==> src/rtl/dac_hcr_pkg.sv <==
package dac_hcr_pkg;
  typedef enum logic [1:0] {
    SEL_WIDX = 2'd0,
    SEL_DATA = 2'd1,
    SEL_MASK = 2'd2,
    SEL_RIDX = 2'd3
  } dac_sel_e;

  // mode nibble -> bits per pixel, per variant
  function automatic logic [5:0] mode_depth(input int unsigned variant, input logic [3:0] nib);
    logic [5:0] d;
    case (nib)
      4'h0, 4'h1:       d = 6'd8;
      4'h2, 4'h3, 4'h8: d = 6'd15;
      4'h4, 4'h9:       d = 6'd24;
      4'h5:             d = 6'd16;
      4'hA:             d = (variant == 2) ? 6'd16 : 6'd15;
      4'hC:             d = (variant == 1) ? 6'd15 : 6'd16;
      4'hE:             d = (variant == 1) ? 6'd16 : 6'd24;
      4'h6:             d = (variant == 1) ? 6'd24 : 6'd16;
      4'h7:             d = (variant == 1) ? 6'd24 : 6'd32;
      default:          d = 6'd8;
    endcase
    return d;
  endfunction
endpackage

==> src/rtl/dac_unlock_seq.sv <==
module dac_unlock_seq #(
  parameter int unsigned UNLOCK_LEN = 4,
  localparam int unsigned CW = $clog2(UNLOCK_LEN + 2)
) (
  input  logic          clk_i,
  input  logic          rst_ni,
  input  logic          mask_rd_i,
  input  logic          mask_wr_i,
  input  logic          other_i,
  output logic [CW-1:0] cnt_o
);
  localparam logic [CW-1:0] CNT_OPEN = CW'(UNLOCK_LEN);

  logic [CW-1:0] cnt_q, cnt_d;

  always_comb begin
    cnt_d = cnt_q;
    if (other_i || mask_wr_i) cnt_d = '0;
    else if (mask_rd_i)       cnt_d = (cnt_q == CNT_OPEN) ? '0 : cnt_q + 1'b1;
  end

  always_ff @(posedge clk_i or negedge rst_ni) begin
    if (!rst_ni) cnt_q <= '0;
    else         cnt_q <= cnt_d;
  end

  assign cnt_o = cnt_q;

  a_r4_cnt_bound: assert property (@(posedge clk_i) disable iff (!rst_ni)
    cnt_q <= CNT_OPEN);
  a_r4_open_read_wraps: assert property (@(posedge clk_i) disable iff (!rst_ni)
    (mask_rd_i && !mask_wr_i && !other_i && cnt_q == CNT_OPEN) |=> cnt_q == '0);
  a_r6_other_clears: assert property (@(posedge clk_i) disable iff (!rst_ni)
    other_i |=> cnt_q == '0);
  a_r2_read_advances: assert property (@(posedge clk_i) disable iff (!rst_ni)
    (mask_rd_i && !mask_wr_i && !other_i && cnt_q < CNT_OPEN) |=> cnt_q == $past(cnt_q) + 1'b1);
endmodule

==> src/rtl/dac_depth_decode.sv <==
module dac_depth_decode
  import dac_hcr_pkg::*;
#(
  parameter int unsigned VARIANT = 0,
  parameter int unsigned DW = 8
) (
  input  logic          clk_i,
  input  logic          rst_ni,
  input  logic [DW-1:0] cmd_i,
  output logic [5:0]    depth_o
);
  logic [5:0] depth_q;

  always_ff @(posedge clk_i or negedge rst_ni) begin
    if (!rst_ni) depth_q <= 6'd8;
    else         depth_q <= mode_depth(VARIANT, cmd_i[DW-1 -: 4]);
  end

  assign depth_o = depth_q;

  a_r8_depth_legal: assert property (@(posedge clk_i) disable iff (!rst_ni)
    depth_q inside {6'd8, 6'd15, 6'd16, 6'd24, 6'd32});
  a_r11_depth_holds: assert property (@(posedge clk_i) disable iff (!rst_ni)
    $stable(cmd_i) |=> $stable(depth_q));
endmodule

==> src/rtl/dac_hidden_cmd.sv <==
module dac_hidden_cmd
  import dac_hcr_pkg::*;
#(
  parameter int unsigned VARIANT    = 0,
  parameter int unsigned DW         = 8,
  parameter int unsigned UNLOCK_LEN = 4,
  parameter logic [7:0]  ID_BYTE    = 8'h70
) (
  input  logic          clk_i,
  input  logic          rst_ni,
  input  logic [1:0]    sel_i,
  input  logic          rd_i,
  input  logic          wr_i,
  input  logic [DW-1:0] wdata_i,
  output logic [DW-1:0] rdata_o,
  output logic [5:0]    depth_o
);
  localparam int unsigned CW   = $clog2(UNLOCK_LEN + 2);
  localparam int unsigned NSEL = 4;
  localparam logic [CW-1:0] CNT_OPEN = CW'(UNLOCK_LEN);
  localparam logic [CW-1:0] CNT_ID   = CW'(UNLOCK_LEN - 1);

  logic          is_mask, do_wr, do_rd;
  logic          mask_rd, mask_wr, other_acc;
  logic [CW-1:0] cnt;
  logic [DW-1:0] mask_q, cmd_q;
  logic [DW-1:0] plain_q [NSEL];

  assign is_mask   = (sel_i == SEL_MASK);
  assign do_wr     = wr_i;
  assign do_rd     = rd_i && !wr_i;  // write wins a collision
  assign mask_rd   = do_rd && is_mask;
  assign mask_wr   = do_wr && is_mask;
  assign other_acc = (do_rd || do_wr) && !is_mask;

  dac_unlock_seq #(.UNLOCK_LEN(UNLOCK_LEN)) u_seq (
    .clk_i     (clk_i),
    .rst_ni    (rst_ni),
    .mask_rd_i (mask_rd),
    .mask_wr_i (mask_wr),
    .other_i   (other_acc),
    .cnt_o     (cnt)
  );

  always_ff @(posedge clk_i or negedge rst_ni) begin
    if (!rst_ni) begin
      mask_q <= '1;
      cmd_q  <= '0;
    end else if (mask_wr) begin
      if (cnt == CNT_OPEN) cmd_q  <= wdata_i;
      else                 mask_q <= wdata_i;
    end
  end

  for (genvar s = 0; s < NSEL; s++) begin : g_plain
    if (s == int'(SEL_MASK)) begin : g_hole
      assign plain_q[s] = '0;
    end else begin : g_reg
      logic [DW-1:0] r_q;
      always_ff @(posedge clk_i or negedge rst_ni) begin
        if (!rst_ni)                             r_q <= '0;
        else if (do_wr && sel_i == 2'(s))        r_q <= wdata_i;
      end
      assign plain_q[s] = r_q;
    end
  end

  logic [DW-1:0] mask_view;
  if (VARIANT == 0) begin : g_id
    assign mask_view = (cnt == CNT_ID) ? DW'(ID_BYTE) : mask_q;
  end else begin : g_noid
    assign mask_view = mask_q;
  end

  always_comb begin
    rdata_o = '0;
    if (do_rd) begin
      if (!is_mask)             rdata_o = plain_q[sel_i];
      else if (cnt == CNT_OPEN) rdata_o = cmd_q;
      else                      rdata_o = mask_view;
    end
  end

  dac_depth_decode #(.VARIANT(VARIANT), .DW(DW)) u_dec (
    .clk_i   (clk_i),
    .rst_ni  (rst_ni),
    .cmd_i   (cmd_q),
    .depth_o (depth_o)
  );

  a_r5_cmd_gated: assert property (@(posedge clk_i) disable iff (!rst_ni)
    !$stable(cmd_q) |-> $past(wr_i && sel_i == SEL_MASK && cnt == CNT_OPEN));
  a_r5_mask_gated: assert property (@(posedge clk_i) disable iff (!rst_ni)
    !$stable(mask_q) |-> $past(wr_i && sel_i == SEL_MASK && cnt != CNT_OPEN));
  a_r5_write_clears: assert property (@(posedge clk_i) disable iff (!rst_ni)
    (wr_i && sel_i == SEL_MASK) |=> cnt == '0);
  a_r7_idle_zero: assert property (@(posedge clk_i) disable iff (!rst_ni)
    !rd_i |-> rdata_o == '0);
endmodule

==> config.mk <==
export PLATFORM = sky130hd
export DESIGN_NAME = dac_hidden_cmd
export DESIGN_NICKNAME = d
export VERILOG_FILES = /design/src/rtl/dac_hcr_pkg.sv /design/src/rtl/dac_unlock_seq.sv /design/src/rtl/dac_depth_decode.sv /design/src/rtl/dac_hidden_cmd.sv
export SDC_FILE = /design/constraint.sdc
export NUM_CORES = 1
export LEC_CHECK = 0
export ABC_CLOCK_PERIOD_IN_PS = 1800
export BUFFER_PORTS_ARGS = -buffer_cell sky130_fd_sc_hd__buf_2
export CAP_MARGIN = 10
export CORE_MARGIN = 4
export CORE_UTILIZATION = 57
export DETAILED_ROUTE_END_ITERATION = 16
export GPL_TIMING_DRIVEN = 0
export HOLD_SLACK_MARGIN = 0.03
export PLACE_DENSITY = 0.85
export SYNTH_ARGS = -nofsm -noshare
export SYNTH_HDL_FRONTEND = slang
export SYNTH_SLANG_ARGS = --single-unit
==> constraint.sdc <==
create_clock -name clk_i -period 1.8 [get_ports clk_i]
set_input_delay 0.18 -clock clk_i [delete_from_list [all_inputs] [get_ports clk_i]]
set_output_delay 0.18 -clock clk_i [all_outputs]
set_load 0.02 [all_outputs]
== Word-level counts from Yosys, hierarchy flattened ==
Memory sizes are Yosys's and may differ from the RTL's. A register that Yosys moved wholly into a read port is not among the register bits.
Cells that the tools add are included.

* Register bits: 43
* Memory bits (read-only): 96
* Input port bits: 14
* Output and inout bits: 14
* Word-level logic and storage cells: 42
* Memories: 1

{| class="wikitable"
|+ Memories
! memory !! words !! bits a word !! read ports !! clocked after memory_dff !! wr ports !! RTL line !! RTL
|-
| (name not given) || 16 || 6 || 1 || 1 || 0 || dac_hcr_pkg.sv:12 || <nowiki>case (nib)</nowiki>
|}

* Add/subtract/negate cells: 1
* Order comparisons: 1
* Equality and inequality tests: 5
* Multiplexer cells: 10
* Bitwise gates (word level): 2
* Reductions and logical operators: 16

{| class="wikitable"
|+ Operators with widths
! cell !! count
|-
| $mux W8 || 6
|-
| $bmux W8 S2 || 1
|-
| $mux W3 || 3
|-
| $logic_and A1 B1 Y1 || 7
|-
| $eq A2 B2 Y1 const B || 2
|-
| $reduce_and A2 Y1 || 2
|-
| $add A3 B1 Y3 const B || 1
|-
| $eq A3 B2 Y1 const B || 1
|-
| $eq A3 B3 Y1 const B || 1
|-
| $ge A3 B3 Y1 const B || 1
|-
| $logic_not A1 Y1 || 3
|-
| $not A2 Y3 || 1
|-
| $eq A2 B1 Y1 const B || 1
|-
| $logic_not A2 Y1 || 1
|-
| $logic_or A1 B1 Y1 || 2
|-
| $reduce_bool A2 Y1 || 1
|-
| $not A1 Y1 || 1
|}

== Depth between registers and ports, before layout ==
* Word-level depth: 6
* Mapped depth: 6
* Gate-level depth less buffers: 5

== By module ==
A second synthesis with hierarchy kept.

* Cells, all modules: 176
* Area total of the unflattened synthesis: 2,268.4 um^2

{| class="wikitable"
|+ Modules (own cells, without submodules)
! module !! times used !! cells each !! area an instance (um^2) !! sequential area each (um^2)
|-
| dac_hidden_cmd || 1 || 143 || 1,921.8 || 1,011.0
|-
| dac_depth_decode || 1 || 17 || 180.2 || 101.3
|-
| dac_unlock_seq || 1 || 16 || 166.4 || 75.1
|}

== Worst setup path after synthesis ==
No wires, ideal clock.

* Path type: register to output
* Start: reg u_seq.cnt_q[0], in the netlist u_seq.cnt_o[0]
* End: out rdata_o[1]
* Arrival time: 1,530 ps
* Data required time: 1,620 ps
* Path slack: 90 ps
* Stages on the path, launching flop included: 6
* Buffers on the path: 0
* Cells stage by stage: dfrtp_1 -> ha_1 -> ha_1 -> a21oi_1 -> nand2_1 -> a31oi_1

* Word-level cells in the longest chain between the ends: 5
* Elaborated cells on any way between the ends: 6
* Those cells by class: eq/ne: 2; mux: 4

{| class="wikitable"
|+ RTL lines
! what !! RTL line !! RTL
|-
| start: declaration || dac_unlock_seq.sv:14 || <nowiki>logic [CW-1:0] cnt_q, cnt_d;</nowiki>
|-
| start signal: assignment || dac_unlock_seq.sv:24 || <nowiki>else cnt_q <= cnt_d;</nowiki>
|-
| $eq A3 B2 Y1 || dac_hidden_cmd.sv:70 || <nowiki>assign mask_view = (cnt == CNT_ID) ? DW'(ID_BYTE) : mask_q;</nowiki>
|-
| $mux W8 || dac_hidden_cmd.sv:70 ||
|-
| $mux W8 * || dac_hidden_cmd.sv:79 || <nowiki>else if (cnt == CNT_OPEN) rdata_o = cmd_q;</nowiki>
|-
| $mux W8 * || dac_hidden_cmd.sv:78 || <nowiki>if (!is_mask) rdata_o = plain_q[sel_i];</nowiki>
|-
| $mux W8 * || dac_hidden_cmd.sv:77 || <nowiki>if (do_rd) begin</nowiki>
|-
| end: declaration || dac_hidden_cmd.sv:15 || <nowiki>output logic [DW-1:0] rdata_o,</nowiki>
|}

Mark *: on every way between the ends. The rest lies on a longest branch, timed or not.

== Worst setup path after layout ==
* Start: reg u_seq.cnt_q[1], in the netlist u_seq.cnt_o[1]
* End: out rdata_o[2]

The elaborated chain is that of the path after synthesis.

==> flow_summary_export.csv <==
group,metric,value,unit
logic_synthesis,synth_seq_cells,47,
layout,drive_above_1_share,0.5634,
hold_path,worstHoldPathType,"input port to async pin",
clocking,cts_hold_repair.buffers,0,
placement,gp_congestion,0.7672,
timing,finalHoldViolations,0,
clocking,insertion_delay,300,ps
timing,drv_slew,0,
power_and_ir_drop,ir_drop,0.0006342,V
clocking,cts_tree,"built",
global_route,antenna_found_initial,0,
setup_path,regToRegSetupSlack,110,ps
routing,post-route-drc-count,0,
status,status,"finished with violations",
layout,num_antenna_cells,0,
routing,postRouteAntennaNets,0,
routing,wl_per_cell,19.75,um
logic_synthesis,synthCells,175,
logic_synthesis,netlist.area_leader.share,0.4192,
die,dieArea,5053,um^2
timing,fin_setup_tns,-947.3,ps
clocking,path_clk_slew,90,ps
clocking,cts_sinks,47,
timing,finalSetupViolCount,8,
logic_synthesis,synth_top_cell_by_area,"dfrtp_1",
die,num_rows,22,
die,die_h,71.09,um
logic_synthesis,ys_seq_area_frac,0.5234,
timing,worst_pin_slew,1019,ps
timing,fin_crit,1979,ps
logic_synthesis,synth_edf_count,0,
logic_synthesis,synthFlopType,"dfrtp_1",
placement,dp_cells,248,
setup_path,r2r-start,"u_seq.cnt_o[0]",
clocking,cts_buffers,5,
layout,fin_util,0.7289,
global_route,gr-total-overflow,0,
logic_synthesis,yosys-top-cells-area,"dfrtp_1 (42%), mux2_2 (23%), dfstp_2 (10%)",
global_route,grt-busiest-layer,"met2",
die,io-pin-count,28,
clocking,htree_levels,2,
global_route,grt_use_met3,0.04403,
placement,dp_hpwl,3204,um
layout,register_area,1189,um^2
logic_synthesis,syn_avg_cell_area,12.96,um^2
global_route,use_met2,0.3749,
global_route,track_usage,0.2165,
placement,portBuffers,25,
layout,synthToLayoutAreaGrowth,20.30,%
global_route,use_met1,0.2579,
layout,final-instance-count-excl-fill,261,
timing,max_freq,505.2,MHz
power_and_ir_drop,p_per_area,886.2,nW/um^2
global_route,grt_pass1_vias,1688,
logic_synthesis,synth_nets,192,
routing,vias,1571,
logic_synthesis,synth_area,2268,um^2
routing,vias_per_cell,6.019,
global_route,grt_max_degree,48,
timing,holdWs,49.76,ps
layout,fillers,263,
logic_synthesis,yosysWarnings,0,
timing,post-route-period-util,1.100,
timing,fin_ws,-179.4,ps
logic_synthesis,ys_async_sr_fraction,1.000,
timing,rsz0062_at_grt,"true",
die,coreArea,3744,um^2
timing,skew,7.911,ps
setup_path,arrival,1800,ps
setup_path,critPathRequiredTime,1620,ps
job,maxCapViolCount,0,
routing,routed_wl,5154,um
timing,slew_headroom,0.3204,
setup_path,endpoint_kind,"output port",
power_and_ir_drop,power.leakage,1.181,nW
setup_path,rr_worst_depth,7,
layout,nets,229,
placement,dp_slack,-172.7,ps
status,failed_checks,"negative setup slack",
routing,drt-initial-drc-count,72,
clocking,cts.root.buffer_cell,"clkbuf_8",
setup_path,start_kind,"flop",
die,start_util,0.6059,
routing,dr.pass1.iters,4,
global_route,grt_pass1_wl,8314,um
die,die_w,71.09,um
layout,multi_input_area,1085,um^2
clocking,clockBufferDepth,2,
logic_synthesis,synthDistinctLibCells,36,
setup_path,crit_path_max_fanout,5,
setup_path,crit_type,"flop to output port",
setup_path,r2r_end,"cmd_q[2]",
## flip-flops by register name, summed over array words and instances (netlist names)
signal             flops
cmd_q                  8
g_plain.g_reg.r_q     24
mask_q                 8
u_dec.depth_o          4
u_seq.cnt_o            3
## worst max-delay path, cell delays in order (launching register included)
cell,delay (ps)
dfrtp_1,410
ha_2,210
ha_4,190
a21oi_4,210
nand2_1,80
a31oi_1,220
buf_4,180
## Yosys cell counts (all sizes together) (3+ instances only)
cell	n
a21oi	5
a31oi	5
buf	9
dfrtp	38
dfstp	9
ha	3
inv	4
mux2	47
nand2	14
nand2b	4
nand3	4
o221ai	8
## repair_timing
item | 4_1_cts | 5_1_grt
pin swaps | 10 | 6
resized for setup | 22 | 10
setup buffers | 4 | 1
endpoints found under the setup margin | 8 | 8
## cells in the final DEF (no fill, tap or decap), types with 3 or more instances in the layout
cell type,Yosys,layout
mux2_2,46,46
dfrtp_1,38,37
buf_2,3,20
buf_4,5,14
nand2_1,14,13
dfstp_2,9,9
o221ai_1,8,8
a31oi_1,5,5
clkbuf_8,0,5
buf_6,1,4
nand2b_1,4,4
clkbuf_1,1,3
a21oi_1,5,3
## cell type report
| cell class | instances | area share |
|---|---|---|
| Buffer | 10 | 0.02705 |
| Clock buffer | 7 | 0.02797 |
| Clock inverter | 1 | 0.01100 |
| Inverter | 4 | 0.005502 |
| Multi-Input combinational cell | 114 | 0.3975 |
| Sequential cell | 47 | 0.4356 |
| Tap cell | 48 | 0.02201 |
| Timing Repair Buffer | 30 | 0.07336 |
## how the worst max path moves through the flow
stage / cells after the start / to / start
2_1_floorplan: 5 / rdata_o[1] / u_seq.cnt_o[0]
3_3_place_gp: 6 / rdata_o[2] / u_seq.cnt_o[0]
3_5_place_dp: 6 / rdata_o[2] / u_seq.cnt_o[0]
4_1_cts: 7 / rdata_o[4] / u_seq.cnt_o[0]
5_1_grt: 6 / rdata_o[7] / u_seq.cnt_o[1]
6_report: 6 / rdata_o[2] / u_seq.cnt_o[1]
## routing by layer
metal,vias up,share of wire
met5,-,0
met4,0,0.022
met3,13,0.055
met2,52,0.53
met1,792,0.39
li1,714,-
## power breakdown
group | internal, W | switching [W] | leakage [nW] | total (W)
sequential | 0.00122 | 0.0000757 | 0.572 | 0.00129
clock | 0.000416 | 0.000330 | 0.0524 | 0.000745
combinational | 0.000203 | 0.000176 | 0.557 | 0.000379
total | 0.00184 | 0.000582 | 1.18 | 0.00242
## cells by family after synthesis
kind of cell / count (synthesis) / share of synthesized area
AO/OA/AOI/OAI: 28 / 0.08715
AND/OR/NAND/NOR: 35 / 0.09873
multiplexers: 48 / 0.2377
buffers and inverters: 14 / 0.03640
adder cells (fa/ha/maj): 3 / 0.01655
flip-flops: 47 / 0.5234
## per-stage QoR
step	area, um^2	power [W]
2_1_floorplan	2268	0.001536
3_3_place_gp	2454	0.001628
3_5_place_dp	2454	0.001658
4_1_cts	2685	0.002417
5_1_grt	2729	0.002539
6_report	2729	0.002418
(Power assumes the default switching activity.)
